<file path="config.mk">
export PLATFORM = sky130hd
export DESIGN_NAME = tod_alarm_match
export DESIGN_NICKNAME = d
export VERILOG_FILES = /design/src/rtl/tam_pkg.sv /design/src/rtl/tam_regfile.sv /design/src/rtl/tam_compare.sv /design/src/rtl/tam_flag.sv /design/src/rtl/tod_alarm_match.sv
export SDC_FILE = /design/constraint.sdc
export NUM_CORES = 1
export LEC_CHECK = 0
export BUFFER_PORTS_ARGS = -buffer_cell sky130_fd_sc_hd__buf_2
export CORE_MARGIN = 5
export CORE_UTILIZATION = 40
export CTS_CLUSTER_SIZE = 16
export DETAILED_ROUTE_END_ITERATION = 8
export GPL_TIMING_DRIVEN = 1
export PLACE_DENSITY = 0.71
export SYNTH_ARGS = -nofsm -noshare
export SYNTH_HDL_FRONTEND = slang
export SYNTH_SLANG_ARGS = --single-unit
export TNS_END_PERCENT = 30
</file>
<file path="constraint.sdc">
create_clock -name clk -period 1.66 [get_ports clk]
set_input_delay 0.332 -clock clk [delete_from_list [all_inputs] [get_ports clk]]
set_output_delay 0.332 -clock clk [all_outputs]
set_load 0.01 [all_outputs]
</file>
<file path="src/rtl/tam_pkg.sv">
// Shared constants for the alarm match unit: register selects, bit
// positions and the per-field masks of kept BCD bits.
// Assumes an 8-bit data bus and four compared time fields.
package tam_pkg;
    localparam int DATA_W  = 8;
    localparam int ADDR_W  = 3;
    localparam int NFIELD  = 4;
    localparam int EN_W    = 2;

    localparam logic [ADDR_W-1:0] SEL_ENABLE = 3'd4;
    localparam logic [ADDR_W-1:0] SEL_FLAGS  = 3'd5;

    localparam int EN_INT_BIT  = 0;
    localparam int EN_BATT_BIT = 1;

    // Kept bits of each field: 0 second, 1 minute, 2 hour, 3 day.
    function automatic logic [DATA_W-1:0] field_mask(input int idx);
        return (idx < 2) ? 8'h7F : 8'h3F;
    endfunction
endpackage

</file>
<file path="src/rtl/tam_regfile.sv">
// Alarm target and enables storage for the alarm match unit.
// Holds one masked register per compared field plus the enables register.
// Assumes single-cycle write strobes and a synchronous active-low reset.
module tam_regfile
    import tam_pkg::*;
(
    input  logic                          clk,
    input  logic                          rst_n,
    input  logic                          wr_en,
    input  logic [ADDR_W-1:0]             sel,
    input  logic [DATA_W-1:0]             wdata,
    output logic [NFIELD-1:0][DATA_W-1:0] alarm_q,
    output logic [EN_W-1:0]               enables_q
);
    genvar i;
    generate
        for (i = 0; i < NFIELD; i++) begin : g_field
            // Store the kept bits of one alarm field on a write to its select.
            always_ff @(posedge clk) begin
                if (!rst_n)
                    alarm_q[i] <= '0;
                else if (wr_en && sel == ADDR_W'(i))
                    alarm_q[i] <= wdata & field_mask(i);
            end
        end
    endgenerate

    // Store the two enable bits on a write to the enables select.
    always_ff @(posedge clk) begin
        if (!rst_n)
            enables_q <= '0;
        else if (wr_en && sel == SEL_ENABLE)
            enables_q <= wdata[EN_W-1:0];
    end
endmodule

</file>
<file path="src/rtl/tam_compare.sv">
// Field-by-field equality between the live time and the alarm targets.
// Compares only the kept bits of each field; purely combinational.
module tam_compare
    import tam_pkg::*;
(
    input  logic [NFIELD-1:0][DATA_W-1:0] live,
    input  logic [NFIELD-1:0][DATA_W-1:0] target,
    output logic                          match
);
    logic [NFIELD-1:0] eq;

    genvar i;
    generate
        for (i = 0; i < NFIELD; i++) begin : g_eq
            // One field equal over its kept bits.
            assign eq[i] = ((live[i] & field_mask(i)) == target[i]);
        end
    endgenerate

    // Every field must agree.
    assign match = &eq;
endmodule

</file>
<file path="src/rtl/tam_flag.sv">
// Alarm status flag with clear-on-read.
// A match strobe outranks a clearing read in the same cycle, so no event is lost.
module tam_flag (
    input  logic clk,
    input  logic rst_n,
    input  logic set_ev,
    input  logic clr_rd,
    output logic flag_q
);
    // Set on match, clear on read, set wins when both occur together.
    always_ff @(posedge clk) begin
        if (!rst_n)
            flag_q <= 1'b0;
        else if (set_ev)
            flag_q <= 1'b1;
        else if (clr_rd)
            flag_q <= 1'b0;
    end
endmodule

</file>
<file path="src/rtl/tod_alarm_match.sv">
// Top of the alarm match unit: register bus, once-per-second comparison,
// clear-on-read status flag and power-mode gated interrupt.
// Assumes the live BCD fields are stable whenever tick is high.
module tod_alarm_match
    import tam_pkg::*;
(
    input  logic              clk,
    input  logic              rst_n,
    input  logic              tick,
    input  logic [7:0]        cur_sec,
    input  logic [7:0]        cur_min,
    input  logic [7:0]        cur_hour,
    input  logic [7:0]        cur_mday,
    input  logic              on_battery,
    input  logic [2:0]        reg_sel,
    input  logic              reg_wr,
    input  logic              reg_rd,
    input  logic [7:0]        reg_wdata,
    output logic [7:0]        reg_rdata,
    output logic              irq
);
    logic [NFIELD-1:0][DATA_W-1:0] live;
    logic [NFIELD-1:0][DATA_W-1:0] alarm_q;
    logic [EN_W-1:0]               enables;
    logic                          hit;
    logic                          rd_flags;
    logic                          alarm_flag;

    // Gather the live fields in select order.
    assign live = {cur_mday, cur_hour, cur_min, cur_sec};

    tam_regfile u_regs (
        .clk       (clk),
        .rst_n     (rst_n),
        .wr_en     (reg_wr),
        .sel       (reg_sel),
        .wdata     (reg_wdata),
        .alarm_q   (alarm_q),
        .enables_q (enables)
    );

    tam_compare u_cmp (
        .live   (live),
        .target (alarm_q),
        .match  (hit)
    );

    // A clearing read is any read strobe on the flags select.
    assign rd_flags = reg_rd && (reg_sel == SEL_FLAGS);

    tam_flag u_flag (
        .clk    (clk),
        .rst_n  (rst_n),
        .set_ev (tick && hit),
        .clr_rd (rd_flags),
        .flag_q (alarm_flag)
    );

    // Read data multiplexer for all selects.
    always_comb begin
        reg_rdata = '0;
        if (reg_sel < SEL_ENABLE)
            reg_rdata = alarm_q[reg_sel[1:0]];
        else if (reg_sel == SEL_ENABLE)
            reg_rdata = {{(DATA_W-EN_W){1'b0}}, enables};
        else if (reg_sel == SEL_FLAGS)
            reg_rdata = {{(DATA_W-1){1'b0}}, alarm_flag};
    end

    // Interrupt gated by the enable that belongs to the current power mode.
    assign irq = alarm_flag &&
                 (on_battery ? enables[EN_BATT_BIT] : enables[EN_INT_BIT]);
endmodule

</file>
* After elaboration in Yosys (flattened, before gate mapping)
Cells that the tools add are included.
Word-level totals: ROM bits 0, bits in latches 0, register bits 29, memories 0, logic and storage cells 36, bits of input ports 49, memory bits (writable) 0
Operators by class: add/sub/neg operators 0, eq/ne operators 9, reduce and logical (&&, ||, !) cells 11, order comparisons 2, muxes and demuxes 8, shifts and indexed selects 0, bitwise gates (word level) 0, $mul 0, divide/modulo/power cells 0
Operators with widths (count):
- 8-bit binary-select mux with 2-bit select | 1
- 8-bit two-way mux | 2
- 7-bit equality test | 2
- 6-bit equality test | 2
- 1-bit logical AND | 8
- 3-bit by 2-bit equality test with 1-bit output, second input constant | 2
- 3-bit equality test, second input constant | 2
- 1-bit two-way mux | 4
- 4-bit AND reduction | 1
- 3-bit by 1-bit equality test with 1-bit output, second input constant | 1
- 3-bit zero test | 1
- 2-bit by 3-bit less-than comparator with 1-bit output, second input constant | 1
- 3-bit less-than comparator, second input constant | 1
- 2-bit two-way mux | 1
- 2-bit nonzero test | 1

* Depth between registers and ports, before layout
word-level depth 4, depth in mapped cells 5, mapped depth without buffers 4

* Hierarchy
A second synthesis with hierarchy kept.
Second synthesis, totals: cell total of the unflattened synthesis 182, area total of the unflattened synthesis 1813.0 um^2
Modules (own cells, without submodules):
- tam_regfile | times used 1, cells each 110, area an instance 1109.8 um^2, sequential area each 560.5 um^2
- tod_alarm_match | times used 1, cells each 32, area an instance 361.6 um^2, sequential area each 0.0 um^2
- tam_compare | times used 1, cells each 37, area an instance 300.3 um^2, sequential area each 0.0 um^2
- tam_flag | times used 1, cells each 3, area an instance 41.3 um^2, sequential area each 20.0 um^2

* Worst setup path after synthesis
No wires, ideal clock.
path kind input-to-output, start point input reg_sel[0], end point output reg_rdata[0], stages 4, slack 22 ps, buffers on the path 2, arrival 1306 ps, data required time 1328 ps, cell sequence buf_2 -> buf_4 -> mux4_2 -> mux2_2
Between the ends: longest elaborated chain between the ends 4
Ends and longest elaborated chain:
- from (decl) | RTL line tod_alarm_match.sv:15 | input logic [2:0] reg_sel,
- 3-bit equality test | RTL line tod_alarm_match.sv:66 | else if (reg_sel == SEL_FLAGS)
- 1-bit two-way mux | RTL line tod_alarm_match.sv:66
- 2-bit two-way mux | RTL line tod_alarm_match.sv:64 | else if (reg_sel == SEL_ENABLE)
- 8-bit two-way mux * | RTL line tod_alarm_match.sv:62 | if (reg_sel < SEL_ENABLE)
- to (decl) | RTL line tod_alarm_match.sv:19 | output logic [7:0] reg_rdata,
Mark *: on every way between the ends. The rest lies on a longest branch, timed or not. The select of a mux whose other input is x is not followed.

* Final worst setup path
start point register u_regs.alarm_q[16] (netlist bit), end point output reg_rdata[0]
Between the ends: longest elaborated chain between the ends 3
Ends and longest elaborated chain:
- from (decl) | RTL line tam_regfile.sv:12 | output logic [NFIELD-1:0][DATA_W-1:0] alarm_q,
- from (signal, indexed assignment) | RTL line tam_regfile.sv:23 | alarm_q[i] <= wdata & field_mask(i);
- 8-bit binary-select mux with 2-bit select | RTL line tod_alarm_match.sv:63 | reg_rdata = alarm_q[reg_sel[1:0]];
- 8-bit two-way mux (not written as such) | RTL line tod_alarm_match.sv:63
- 8-bit two-way mux | RTL line tod_alarm_match.sv:62
Every way passes these cells. The select of a mux whose other input is x is not followed.

==> impl_metrics.csv <==
group,metric,value,unit
status,status,"finished with violations",
status,violations,"negative setup slack",
detailed_routing,wl_per_cell,15.9,um
timing,setup_ws,-124,ps
placed_design,port_buffers,49,
placed_design,dp_slack,-90.6,ps
logic_synthesis,synth_cell_types,26,
detailed_routing,vias,1343,
cts,numCtsBuffers,5,
worst_setup_path,worst-path-buf-inv,1,
global_routing,grt_use_total,0.171,
power,vdd_drop_max,0.840,mV
timing,skew,6.90,ps
cells_and_area,syn2layout_area_growth,32.1,%
cts,cts_hold_buf,0,
worst_setup_path,cp_num_cells,3,
cts,clock_path_buffers,2,
detailed_routing,first_pass_iters,4,
run,cap_violations,0,
logic_synthesis,synth_cells,161,
placed_design,hpwl,3330,um
detailed_routing,route.final.wire_length,4340,um
detailed_routing,viasPerCell,4.90,
logic_synthesis,yosysSeqAreaShare,0.336,
global_routing,gr-total-overflow,0,
worst_setup_path,cp_slowest_cell,"mux4_2",
timing,slew_viol_final,0,
logic_synthesis,yosysWarnings,0,
timing,fin_crit_sh,1.07,
timing,fin_hold_ws,328,ps
detailed_routing,drt_iter0_drc,67,
cells_and_area,diodes,0,
cells_and_area,postLayoutCellArea,2280,um^2
worst_setup_path,crit_fanout,3,
logic_synthesis,synth_fp_nets,210,
placed_design,place_congestion,0.776,
power,leakagePower,1.01,nW
timing,max_freq,561,MHz
worst_setup_path,arrival,1450,ps
global_routing,grt_max_degree,30,
hold_path,holdPathStages,3,
cts,ctsHtreeMaxLevel,2,
die,std_cell_rows,23,
cells_and_area,finish.net_count,272,
timing,period_needed,1780,ps
cts,cts_root_buf,"clkbuf_8",
cts,clk_pin_slew,60,ps
die,die_w,75.7,um
cts,cts_tree,"yes",
logic_synthesis,syn_avg_cell_area,10.7,um^2
worst_setup_path,path_cells,"mux4_2, mux2_2, buf_6",
timing,rsz0062_at_grt,"yes",
cts,clock_latency,280,ps
hold_path,min_path_type,"in2reg",
detailed_routing,postRouteAntennaNets,0,
worst_setup_path,startpoint_type,"register",
cts,clkSinkCount,29,
global_routing,grt_antenna_before_repair,0,
worst_setup_path,critPathKind,"reg2out",
worst_setup_path,cp_top_family,"multiplexers",
logic_synthesis,netlist_area,1730,um^2
global_routing,grt_pass1_wl,7050,um
cells_and_area,drive_gt1_frac,0.451,
power,p_per_area,759,nW/um^2
detailed_routing,drc_errors,0,
worst_setup_path,critPathCaptureType,"output port",
global_routing,grt_pass1_vias,1437,
die,die_h,75.7,um
timing,hold_violations,0,
worst_setup_path,cpPeakStageDelay,430,ps
placed_design,placed_cell_area,2110,um^2
logic_synthesis,ys_seq_elements,29,
power,power.total,1.73,mW
die,dieArea,5730,um^2
worst_setup_path,r2r_cells,5,
timing,setup_viol,5,
die,io_pins,58,
die,fp.coreArea,4090,um^2
worst_setup_path,worstPathRequired,1330,ps
die,start_util,0.422,
[cells in the mapped netlist]
cell,instances,area share
nor3b_4,1,0.011
buf_2,1,0.0029
nand2b_4,1,0.0080
nand2_1,3,0.0065
mux2i_1,31,0.18
nor3b_1,1,0.0044
nor3_4,2,0.019
xor2_1,26,0.13
o32ai_1,1,0.0051
conb_1,1,0.0022
nor4_1,6,0.022
clkbuf_1,3,0.0065
nor2_1,1,0.0022
mux4_2,6,0.078
inv_1,1,0.0022
nor3_1,2,0.0058
mux2_2,1,0.0065
nand3_1,2,0.0058
dfxtp_1,29,0.34
buf_6,1,0.0065
nand4b_2,1,0.0087
nor2b_1,33,0.12
o21ai_0,1,0.0029
nand4b_1,1,0.0051
nand4_1,1,0.0036
buf_4,4,0.017
[cell type report]
cell class / count / area (um^2)
Fill cell: 383 / 1810
Multi-Input combinational cell: 122 / 1080
Sequential cell: 29 / 602
Timing Repair Buffer: 64 / 410
Clock buffer: 7 / 86.3
Tap cell: 50 / 62.6
Clock inverter: 1 / 30.0
Inverter: 1 / 3.75
[final timing paths]
kind | to | startpoint | slack [ps]
hold / removal | u_regs.alarm_q[14] | reg_wdata[6] | 330
setup reg to reg | u_flag.flag_q | u_regs.alarm_q[24] | 360
hold reg to reg | u_flag.flag_q | u_flag.flag_q | 510
setup / recovery | reg_rdata[0] | u_regs.alarm_q[16] | -120
[power breakdown]
part	total, mW	switching, mW	internal, mW
registers	0.725	0.0130	0.712
logic	0.248	0.115	0.133
clock network	0.757	0.268	0.489
[cell families after synthesis]
family	count (synthesis)	synth area share
AND/OR/NAND/NOR	55	0.221
multiplexers	38	0.265
flip-flops	29	0.336
XOR/XNOR	26	0.132
buffers and inverters	10	0.0355
AO/OA/AOI/OAI	2	0.00797
other	1	0.00217
[state kept, by name, indices dropped and copies added, names as in the netlist]
name / flops
u_flag.flag_q: 1
u_regs.alarm_q: 26
u_regs.enables_q: 2
[through the flow]
| stage | utilization | cells | setup TNS [ps] |
|---|---|---|---|
| 4_1_cts | 0.556 | 274 | -298 |
| 6_report | 0.558 | 274 | -236 |
| 5_1_grt | 0.558 | 274 | -509 |
| 3_3_place_gp | 0.517 | 264 | -573 |
| 3_5_place_dp | 0.517 | 264 | -758 |
| 2_1_floorplan | - | 161 | 0 |
[per-layer routing]
layer	global-route usage	vias up	share of wire
met4	0.0583	0	0.0085
met1	0.230	616	0.47
li1	-	680	-
met3	0.0422	7	0.063
met2	0.267	40	0.46
met5	0	-	0
[worst reg2reg max path: cells and delay by family, from the launching register on]
family / cells / cell delay (ps)
buffers and inverters: 1 / 130
xor gates and xnor gates: 1 / 180
and+or+nand+nor: 2 / 450
AOI/OAI and AO/OA: 1 / 150
DFF: 1 / 320
[what timing repair did]
action                                  CTS  global route
hold endpoints to repair                  0             0
endpoints found under the setup margin    6             6
resized for setup                        17             5
setup buffers                             2             0
[cell usage in the layout, fill, tap and decap left out, types with 2 or more instances in the layout]
master and instances:
buf_2 46, nor2b_1 33, mux2i_1 31, xor2_1 26
dfxtp_2 17, buf_4 12, dfxtp_1 12, mux4_2 6
nor4_1 6, clkbuf_8 6, nand2_1 3, buf_12 3
nor3_1 2, nor3_4 2, nand3_1 2, buf_6 2
Note: power is estimated with default switching activity, not from simulation.
